`src/rtl/rns_ovf_pkg.sv`:
```
package rns_ovf_pkg;

  // Dynamic range of the three-modulus set for a given N.
  function automatic logic [63:0] f_dyn_range(input int n);
    logic [63:0] p;
    p = 64'd1 << n;
    return (p + 64'd1) * p * (p - 64'd1);
  endfunction

  // Bit width of the unwrapped sum output.
  function automatic int f_sum_width(input int n);
    return 3 * n + 2;
  endfunction

  // Number of shifted partial terms fed to the carry-save chain.
  localparam int NUM_TERMS = 5;

  // Majority of three bits, used by the 3:2 cell.
  function automatic logic f_maj(input logic a, input logic b, input logic c);
    return (a & b) | (a & c) | (b & c);
  endfunction

  // Half-range classes derived from the two upper-half flags.
  typedef enum logic [1:0] {
    CLS_BOTH_LOW  = 2'b00,
    CLS_SPLIT     = 2'b01,
    CLS_BOTH_HIGH = 2'b10
  } half_cls_e;

  function automatic half_cls_e f_classify(input logic ha, input logic hb);
    if (ha && hb)        return CLS_BOTH_HIGH;
    else if (ha || hb)   return CLS_SPLIT;
    else                 return CLS_BOTH_LOW;
  endfunction

endpackage

```
`src/rtl/rns_digit_pair_add.sv`:
```
module rns_digit_pair_add
  import rns_ovf_pkg::*;
#(
  parameter int N = 4
) (
  input  logic [N:0]   a_d1,
  input  logic [N-1:0] a_d2,
  input  logic [N-1:0] a_d3,
  input  logic [N:0]   b_d1,
  input  logic [N-1:0] b_d2,
  input  logic [N-1:0] b_d3,
  output logic [N+1:0] psi1,
  output logic [N:0]   psi2,
  output logic [N:0]   psi3
);

  localparam logic [N:0]   D1_MAX  = (N+1)'(1) << N;
  localparam logic [N-1:0] D3_MAX  = N'((64'd1 << N) - 64'd2);

  always_comb begin
    psi1 = {1'b0, a_d1} + {1'b0, b_d1};
    psi2 = {1'b0, a_d2} + {1'b0, b_d2};
    psi3 = {1'b0, a_d3} + {1'b0, b_d3};
  end

  // Input contract and pair-sum ranges.
  always_comb begin
    AST_DIGIT1_RANGE: assert (a_d1 <= D1_MAX && b_d1 <= D1_MAX)
      else $error("unit digit out of range");
    AST_DIGIT3_RANGE: assert (a_d3 <= D3_MAX && b_d3 <= D3_MAX)
      else $error("top digit out of range");
    AST_PSI1_BOUND: assert (psi1 <= {D1_MAX, 1'b0})
      else $error("unit pair sum above twice the modulus");
    AST_PSI3_BOUND: assert (psi3 <= {1'b0, D3_MAX} + {1'b0, D3_MAX})
      else $error("top pair sum out of range");
  end

endmodule

```
`src/rtl/rns_csa32.sv`:
```
module rns_csa32
  import rns_ovf_pkg::*;
#(
  parameter int W = 14
) (
  input  logic [W-1:0] in_a,
  input  logic [W-1:0] in_b,
  input  logic [W-1:0] in_c,
  output logic [W-1:0] sum_o,
  output logic [W-1:0] cry_o
);

  logic [W-1:0] maj_bits;

  for (genvar i = 0; i < W; i++) begin : g_bit
    assign maj_bits[i] = f_maj(in_a[i], in_b[i], in_c[i]);
  end

  assign sum_o = in_a ^ in_b ^ in_c;
  assign cry_o = {maj_bits[W-2:0], 1'b0};

  // Value preserved through the 3:2 reduction (modulo 2^W).
  always_comb begin
    AST_CSA_PRESERVES: assert (W'(in_a + in_b + in_c) == W'(sum_o + cry_o))
      else $error("carry-save stage changed the value");
  end

endmodule

```
`src/rtl/rns_weight_sum.sv`:
```
module rns_weight_sum
  import rns_ovf_pkg::*;
#(
  parameter int N = 4
) (
  input  logic [N+1:0]             psi1,
  input  logic [N:0]               psi2,
  input  logic [N:0]               psi3,
  output logic [f_sum_width(N)-1:0] z_out
);

  localparam int          ZW     = f_sum_width(N);
  localparam int          STAGES = NUM_TERMS - 2;
  localparam logic [ZW-1:0] Z_CEIL = ZW'(2 * f_dyn_range(N) - 2);

  // Shifted partial terms: psi1, psi2, psi2<<N, psi3<<N, psi3<<2N.
  logic [ZW-1:0] term [NUM_TERMS];

  assign term[0] = ZW'(psi1);
  assign term[1] = ZW'(psi2);
  assign term[2] = ZW'(psi2) << N;
  assign term[3] = ZW'(psi3) << N;
  assign term[4] = ZW'(psi3) << (2 * N);

  logic [ZW-1:0] st_sum [STAGES];
  logic [ZW-1:0] st_cry [STAGES];

  for (genvar k = 0; k < STAGES; k++) begin : g_csa
    if (k == 0) begin : g_first
      rns_csa32 #(.W(ZW)) u_csa (
        .in_a (term[0]),
        .in_b (term[1]),
        .in_c (term[2]),
        .sum_o(st_sum[k]),
        .cry_o(st_cry[k])
      );
    end else begin : g_next
      rns_csa32 #(.W(ZW)) u_csa (
        .in_a (st_sum[k-1]),
        .in_b (st_cry[k-1]),
        .in_c (term[k+2]),
        .sum_o(st_sum[k]),
        .cry_o(st_cry[k])
      );
    end
  end

  // Single carry-propagate resolution.
  assign z_out = st_sum[STAGES-1] + st_cry[STAGES-1];

  always_comb begin
    AST_Z_CEILING: assert (z_out <= Z_CEIL)
      else $error("rebuilt sum exceeds 2M-2");
    AST_Z_FLOOR_TOP: assert (z_out >= (ZW'(psi3) << (2 * N)))
      else $error("rebuilt sum below its top-weight term");
  end

endmodule

```
`src/rtl/rns_ovf_classify.sv`:
```
module rns_ovf_classify
  import rns_ovf_pkg::*;
#(
  parameter int N = 4
) (
  input  logic                      a_hi,
  input  logic                      b_hi,
  input  logic [f_sum_width(N)-1:0] z_in,
  output logic                      ovf
);

  localparam int            ZW    = f_sum_width(N);
  localparam logic [ZW-1:0] M_VAL = ZW'(f_dyn_range(N));

  half_cls_e cls;
  logic      both_hi;
  logic      both_lo;
  logic      split;
  logic      z_reaches_m;

  assign cls         = f_classify(a_hi, b_hi);
  assign both_hi     = (cls == CLS_BOTH_HIGH);
  assign both_lo     = (cls == CLS_BOTH_LOW);
  assign split       = (cls == CLS_SPLIT);
  assign z_reaches_m = (z_in >= M_VAL);

  always_comb begin
    unique case (cls)
      CLS_BOTH_HIGH: ovf = 1'b1;
      CLS_BOTH_LOW:  ovf = 1'b0;
      default:       ovf = z_reaches_m;
    endcase
  end

  always_comb begin
    AST_CLASS_ONEHOT: assert ($onehot({both_hi, both_lo, split}))
      else $error("half-range class not unique");
    if (both_hi) begin
      AST_BOTH_UPPER: assert (ovf)
        else $error("two upper-half operands without overflow");
    end
    if (both_lo) begin
      AST_NO_OVERFLOW: assert (!ovf)
        else $error("two lower-half operands flagged overflow");
    end
    if (!split) begin
      AST_FLAG_MATCHES_SUM: assert (ovf == z_reaches_m)
        else $error("flag disagrees with rebuilt sum");
    end
  end

endmodule

```
`src/rtl/rns_ovf_fix.sv`:
```
module rns_ovf_fix
  import rns_ovf_pkg::*;
#(
  parameter int N = 4
) (
  input  logic [N:0]       a_d1,
  input  logic [N-1:0]     a_d2,
  input  logic [N-1:0]     a_d3,
  input  logic             a_hi,
  input  logic [N:0]       b_d1,
  input  logic [N-1:0]     b_d2,
  input  logic [N-1:0]     b_d3,
  input  logic             b_hi,
  output logic             ovf,
  output logic [3*N+1:0]   z_sum
);

  localparam int ZW = f_sum_width(N);

  logic [N+1:0]  psi1;
  logic [N:0]    psi2;
  logic [N:0]    psi3;
  logic [ZW-1:0] z_rebuilt;

  rns_digit_pair_add #(.N(N)) u_pair (
    .a_d1(a_d1), .a_d2(a_d2), .a_d3(a_d3),
    .b_d1(b_d1), .b_d2(b_d2), .b_d3(b_d3),
    .psi1(psi1), .psi2(psi2), .psi3(psi3)
  );

  rns_weight_sum #(.N(N)) u_weight (
    .psi1 (psi1),
    .psi2 (psi2),
    .psi3 (psi3),
    .z_out(z_rebuilt)
  );

  rns_ovf_classify #(.N(N)) u_cls (
    .a_hi(a_hi),
    .b_hi(b_hi),
    .z_in(z_rebuilt),
    .ovf (ovf)
  );

  assign z_sum = z_rebuilt;

endmodule

```
`config.mk`:
```
export PLATFORM = sky130hd
export DESIGN_NAME = rns_ovf_fix
export DESIGN_NICKNAME = d
export VERILOG_FILES = /design/src/rtl/rns_ovf_pkg.sv /design/src/rtl/rns_digit_pair_add.sv /design/src/rtl/rns_csa32.sv /design/src/rtl/rns_weight_sum.sv /design/src/rtl/rns_ovf_classify.sv /design/src/rtl/rns_ovf_fix.sv
export SDC_FILE = /design/constraint.sdc
export NUM_CORES = 1
export LEC_CHECK = 0
export BUFFER_PORTS_ARGS = -buffer_cell sky130_fd_sc_hd__buf_2
export CAP_MARGIN = 10
export CORE_ASPECT_RATIO = 1.4
export CORE_MARGIN = 2
export CORE_UTILIZATION = 45
export DETAILED_ROUTE_END_ITERATION = 8
export GPL_TIMING_DRIVEN = 0
export PLACE_DENSITY_LB_ADDON = 0.05
export SLEW_MARGIN = 10
export SYNTH_ARGS = -nofsm -noshare
export SYNTH_HDL_FRONTEND = slang
export SYNTH_SLANG_ARGS = --single-unit
```
`constraint.sdc`:
```
create_clock -name vclk -period 5.8
set_input_delay 0.29 -clock vclk [all_inputs]
set_output_delay 0.29 -clock vclk [all_outputs]
set_load 0.01 [all_outputs]
```
==> flow_metrics.tcl, run 1 <==
set metrics [dict create \
    status "completed" \
    first_pass_iters 4 \
    hp-start "b_d1[0]" \
    chipHeight_um 66.77 \
    synth_area_leaders "ha_1, fa_1, xnor2_1, inv_1, a21o_1" \
    seq_cell_count 0 \
    place_hpwl_um 2229 \
    die_area_um2 3260 \
    tightest_slew_ps 351.3 \
    crit_arrival_ps 4530 \
    switching_share_pct 55.18 \
    cts_resized 0 \
    dr_total_vias 1089 \
    finalSetupViolCount 0 \
    min_period_over_period_pct 83.02 \
    hold_viol 0 \
    p_comb_share_pct 100.0 \
    gp_congestion 0.7842 \
    wl_per_cell_um 10.80 \
    coreArea_um2 2643 \
    io_pins 43 \
    fin_crit_ps 4815 \
    drtIter0Drc 3 \
    seq_area_frac_synth_pct 0 \
    syn_nets 212 \
    vias_per_cell 5.065 \
    yosysTopAreaCell "ha_1" \
    synth_cell_types 39 \
    clkPwrFrac_pct 0 \
    cts.hold.buffers_added 0 \
    power.density_nw_per_um2 379.1 \
    maxCapViolations 0 \
    grt_pass1_vias 1120 \
    power_leakage_nw 0.8673 \
    synth_area_um2 1266 \
    pwr-share-seq_pct 0 \
    slew-limit-headroom_pct 76.41 \
    max_freq_mhz 207.7 \
    drc 0 \
    crit_path_start_kind "input port" \
    crit_fanout 3 \
    drive_gt1_share_pct 30.17 \
    syn_inst 136 \
    cts_setup_buffers 0 \
    seqCellArea_um2 0 \
    synth_area_per_cell_um2 9.310 \
    grt_first_pass_wirelength_um 4188 \
    p_sw_w 0.0003193 \
    initial_core_util_pct 47.92 \
    mostFrequentLayoutCell "buf_2" \
    internal_power_w 0.0002594 \
    drtAntennaViolNets 0 \
    layout.nets 257 \
    num_rows 22 \
    wl_um 2321 \
    diodes 0 \
    die_width_um 48.83 \
    ys.warnings.count 0 \
    hold_class "in2out" \
    utilization_pct 57.77 \
    port_buffers 43 \
    area_growth_pct 20.55 \
    critPathKind "in2out" \
    setup_tns_ps 0 \
    synth.top_cell.area_share_pct 38.54 \
    mostFrequentLayoutCells "buf_2, ha_1, inv_1, xnor2_1, fa_1" \
    vdd_drop_max_uv 236.8 \
    worstPathRequired_ps 5510 \
    rsz0062_at_grt "false" \
    grt_usage_pct 15.25 \
    antenna_found_initial 0 \
    cp-end-kind "output port" \
    finalMaxSlewViolations 0 \
    grt-ovfl-total 0 \
    worstSetupStartpoint "a_d1[0]" \
    grt_max_degree 8 \
    final.clkbuf_count 0 \
]
## per-stage QoR
stage	cell area (um2)	std cells	hold WS (ps)	setup WS, ps	power (W)
global route	1526	215	1034	643.5	0.0006654
CTS	1526	215	998.6	935.4	0.0005927
finish	1526	215	991.2	984.7	0.0005787
global placement	1526	215	985.2	974.1	0.0005800
detailed placement	1526	215	996.0	927.4	0.0005892
floorplan	1266	136	830.2	1288	0.0004332
## cell type report
class              count  area, um2
multi-input cells    114       1181
inverters             20      75.07
repair buffers        43      215.2
fillers              254       1116
well taps             36      45.04
plain buffers          2      10.01
## synthesized netlist by cell type (all sizes together), types with 2 or more instances
master / count
o211ai: 2
and4: 2
xnor2: 9
a21o: 6
o21ai: 5
buf: 2
nand2: 2
xor2: 5
nand2b: 2
fa: 9
a21oi: 7
nor2b: 3
inv: 20
nor2: 2
nand3: 3
ha: 39
## power by group through the flow
stage	Clock, W	Combinational [W]	Sequential, W
5_1_grt	0	0.000665	0
3_5_place_dp	0	0.000589	0
6_report	0	0.000579	0
2_1_floorplan	0	0.000433	0
3_3_place_gp	0	0.000580	0
4_1_cts	0	0.000593	0
## worst paths after layout
check,end,depth (start not counted)
min,z_sum[0],4
max,ovf,21
## worst max-delay path, cell delays in order
cell	delay, ps
buf_2	80
ha_1	160
inv_1	60
fa_1	390
inv_1	80
a21o_1	110
a21oi_1	70
xor2_1	160
fa_1	500
inv_1	50
fa_1	450
ha_1	310
inv_1	60
fa_1	420
and2b_1	260
o22ai_2	90
xnor2_1	140
and4_1	190
and4_1	200
o32a_1	320
buf_2	140
## kinds of logic after synthesis
logic type                 share of synthesized area (%)
AOI/OAI and AO/OA                                  20.36
xor gates and xnor gates                           9.684
adders and majority gates                          52.77
buffers and inverters                              6.719
and+or+nand+nor                                    10.48
## metal layers
layer  global-route usage (%)  up-vias  part of all wire, %
li1                         -      572                    -
met1                    16.21      492                   38
met2                    34.42       25                   58
met3                        0        0                  3.6
met4                        0        0                    0
met5                        0        -                    0
Note: power is estimated with default switching activity, not from simulation.
==> inputs of run 2 (changes only) <==
--- a/config.mk
+++ b/config.mk
@@ -5,6 +5,7 @@
 export SDC_FILE = /design/constraint.sdc
 export NUM_CORES = 1
 export LEC_CHECK = 0
+export ABC_AREA = 1
 export BUFFER_PORTS_ARGS = -buffer_cell sky130_fd_sc_hd__buf_2
 export CAP_MARGIN = 10
 export CORE_ASPECT_RATIO = 1.4
==> constraint.sdc (replaced) <==
create_clock -name vclk -period 4.72
set_input_delay 0.236 -clock vclk [all_inputs]
set_output_delay 0.236 -clock vclk [all_outputs]
set_load 0.01 [all_outputs]
==> flow_metrics.tcl, run 2 <==
set metrics [dict create \
    grt-ovfl-total 0 \
    synth_top_family_by_area "adder cells" \
    final.clkbuf_count 0 \
    syn_nets 269 \
    yosysTopAreaCell "ha_1" \
    fillers 291 \
    hp-start "b_d1[0]" \
    yosys-top-cells-count "inv_1, nand2_1, ha_1" \
    power_leakage_nw 1.040 \
    initial_core_util_pct 47.39 \
    synth_area_leaders "ha_1, fa_1, inv_1, nand2_1, nand3_1" \
    drtIter0Drc 6 \
    synth_cell_types 23 \
    grt_max_degree 9 \
    chipHeight_um 68.81 \
    synthMuxAreaShare_pct 0 \
    crit_fanout 3 \
    num_rows 23 \
    crit_family "adder cells" \
    power.density_nw_per_um2 438.2 \
    synth_area_um2 1350 \
    crit_buf_inv 6 \
    diodes 0 \
    die_width_um 50.29 \
    wl_um 2541 \
    coreArea_um2 2849 \
    cts_resized 0 \
    syn_inst 193 \
    cts.hold.buffers_added 0 \
    seqCellArea_um2 0 \
    seq_cell_count 0 \
    slew-limit-headroom_pct 78.43 \
    synth_area_per_cell_um2 6.995 \
    holdPathEnd "z_sum[0]" \
    grt_pass1_vias 1124 \
    holdPathStages 4 \
    tightest_slew_ps 321.3 \
    gp_congestion 0.8090 \
    seq_area_frac_synth_pct 0 \
    synth.top_cell.area_share_pct 36.14 \
    finalSetupViolCount 0 \
    place_hpwl_um 2443 \
    vias_per_cell 4.744 \
    yosysMostFrequentCell "inv_1" \
    antenna_found_initial 0 \
    layoutNonFillerInstCount 273 \
    layout.nets 314 \
    placed_cells 273 \
    critPathKind "in2out" \
    min_period_over_period_pct 91.82 \
    synth-simple-area-share_pct 24.84 \
    crit_path_start_kind "input port" \
    wl_per_cell_um 9.308 \
    worstPathRequired_ps 4480 \
    crit_chain "buf_2 > ha_1 > inv_1 > fa_1 > o21ai_0 > xor2_1 > fa_1 > inv_1 > fa_1 > ha_1 > inv_1 > fa_1 > inv_1 > nand2_1 > a21oi_1 > nand3_1 > nor2_1 > nand3_1 > nor2_1 > nand2_1 > a21oi_2 > buf_2" \
    hold_class "in2out" \
    io_pins 43 \
    dr_total_vias 1295 \
    synth_compound_area_share_pct 7.785 \
    synth-adder-area-share_pct 49.49 \
    crit_arrival_ps 4100 \
    finalMaxSlewViolations 0 \
    grt_usage_pct 14.64 \
    grt_first_pass_wirelength_um 4222 \
    rsz0062_at_grt "false" \
    drtAntennaViolNets 0 \
    first_pass_iters 4 \
    die_area_um2 3460 \
    crit_path_top_delay_cell "fa_1" \
    cp_slowest_stage_delay_ps 440 \
    setup_tns_ps 0 \
    mostFrequentLayoutCells "inv_1, buf_2, nand2_1, ha_1, nand3_1" \
    cts_setup_buffers 0 \
    hold_viol 0 \
    vdd_drop_max_uv 371.3 \
    fin_crit_ps 4334 \
    area_growth_pct 19.37 \
    drive_gt1_share_pct 23.73 \
    max_freq_mhz 230.7 \
    drc 0 \
    ys.warnings.count 0 \
    port_buffers 43 \
    cp-end-kind "output port" \
    status "completed" \
    maxCapViolations 0 \
    synth_xor_area_share_pct 5.097 \
]
[run 2: tightest hold or removal path, cell delays in order]
cell	delay [ps]
buf_2	80
ha_1	110
ha_1	110
buf_2	120
[run 2: worst max-delay path by stage]
stage                       start  endpoint  slack, ps  depth (start not counted)
after floorplan           a_d1[0]       ovf        810                         20
after global placement    a_d1[0]       ovf        380                         22
after detailed placement  a_d1[0]       ovf        350                         22
after CTS                 a_d1[0]       ovf        330                         22
after global routing      a_d1[0]       ovf         30                         22
final                     a_d1[0]       ovf        390                         22
[run 2: cells by family after synthesis]
group	after synthesis
buffers and inverters	45
and+or+nand+nor	75
AOI/OAI and AO/OA	18
adders and majority gates	48
xor gates and xnor gates	7
[run 2: cell type report]
type / instances / area, um2 / share of cell area (%)
multi-input cells: 148 / 1177 / 73.06
plain buffers: 1 / 7.507 / 0.4658
inverters: 44 / 165.2 / 10.25
well taps: 37 / 46.29 / 2.873
repair buffers: 43 / 215.2 / 13.35
[run 2: per-stage QoR]
stage	power, W	area [um2]	setup slack [ps]	util [%]	hold slack [ps]
after floorplan	0.0005273	1350	805.1	-	722.2
after global placement	0.0007027	1612	381.9	56.57	880.8
after detailed placement	0.0007175	1612	347.4	56.57	885.9
after CTS	0.0007221	1612	328.6	56.57	887.1
after global routing	0.0008176	1612	33.19	56.57	896.6
final	0.0007061	1612	386.2	56.57	883.3
[run 2: power breakdown]
| group | switching, W | total (W) | internal (W) |
|---|---|---|---|
| Sequential | 0 | 0 | 0 |
| Clock | 0 | 0 | 0 |
| Combinational | 0.000416 | 0.000706 | 0.000290 |
| Total | 0.000416 | 0.000706 | 0.000290 |
[run 2: metal layers]
| metal | up-vias | track usage [%] | part of all wire [%] | wire (um) |
|---|---|---|---|---|
| met4 | 0 | 0 | 0 | 0 |
| met3 | 0 | 0.2155 | 2.8 | 71 |
| met1 | 566 | 17.81 | 41 | 1032 |
| li1 | 709 | - | - | - |
| met2 | 20 | 30.26 | 57 | 1437 |
| met5 | - | 0 | 0 | 0 |
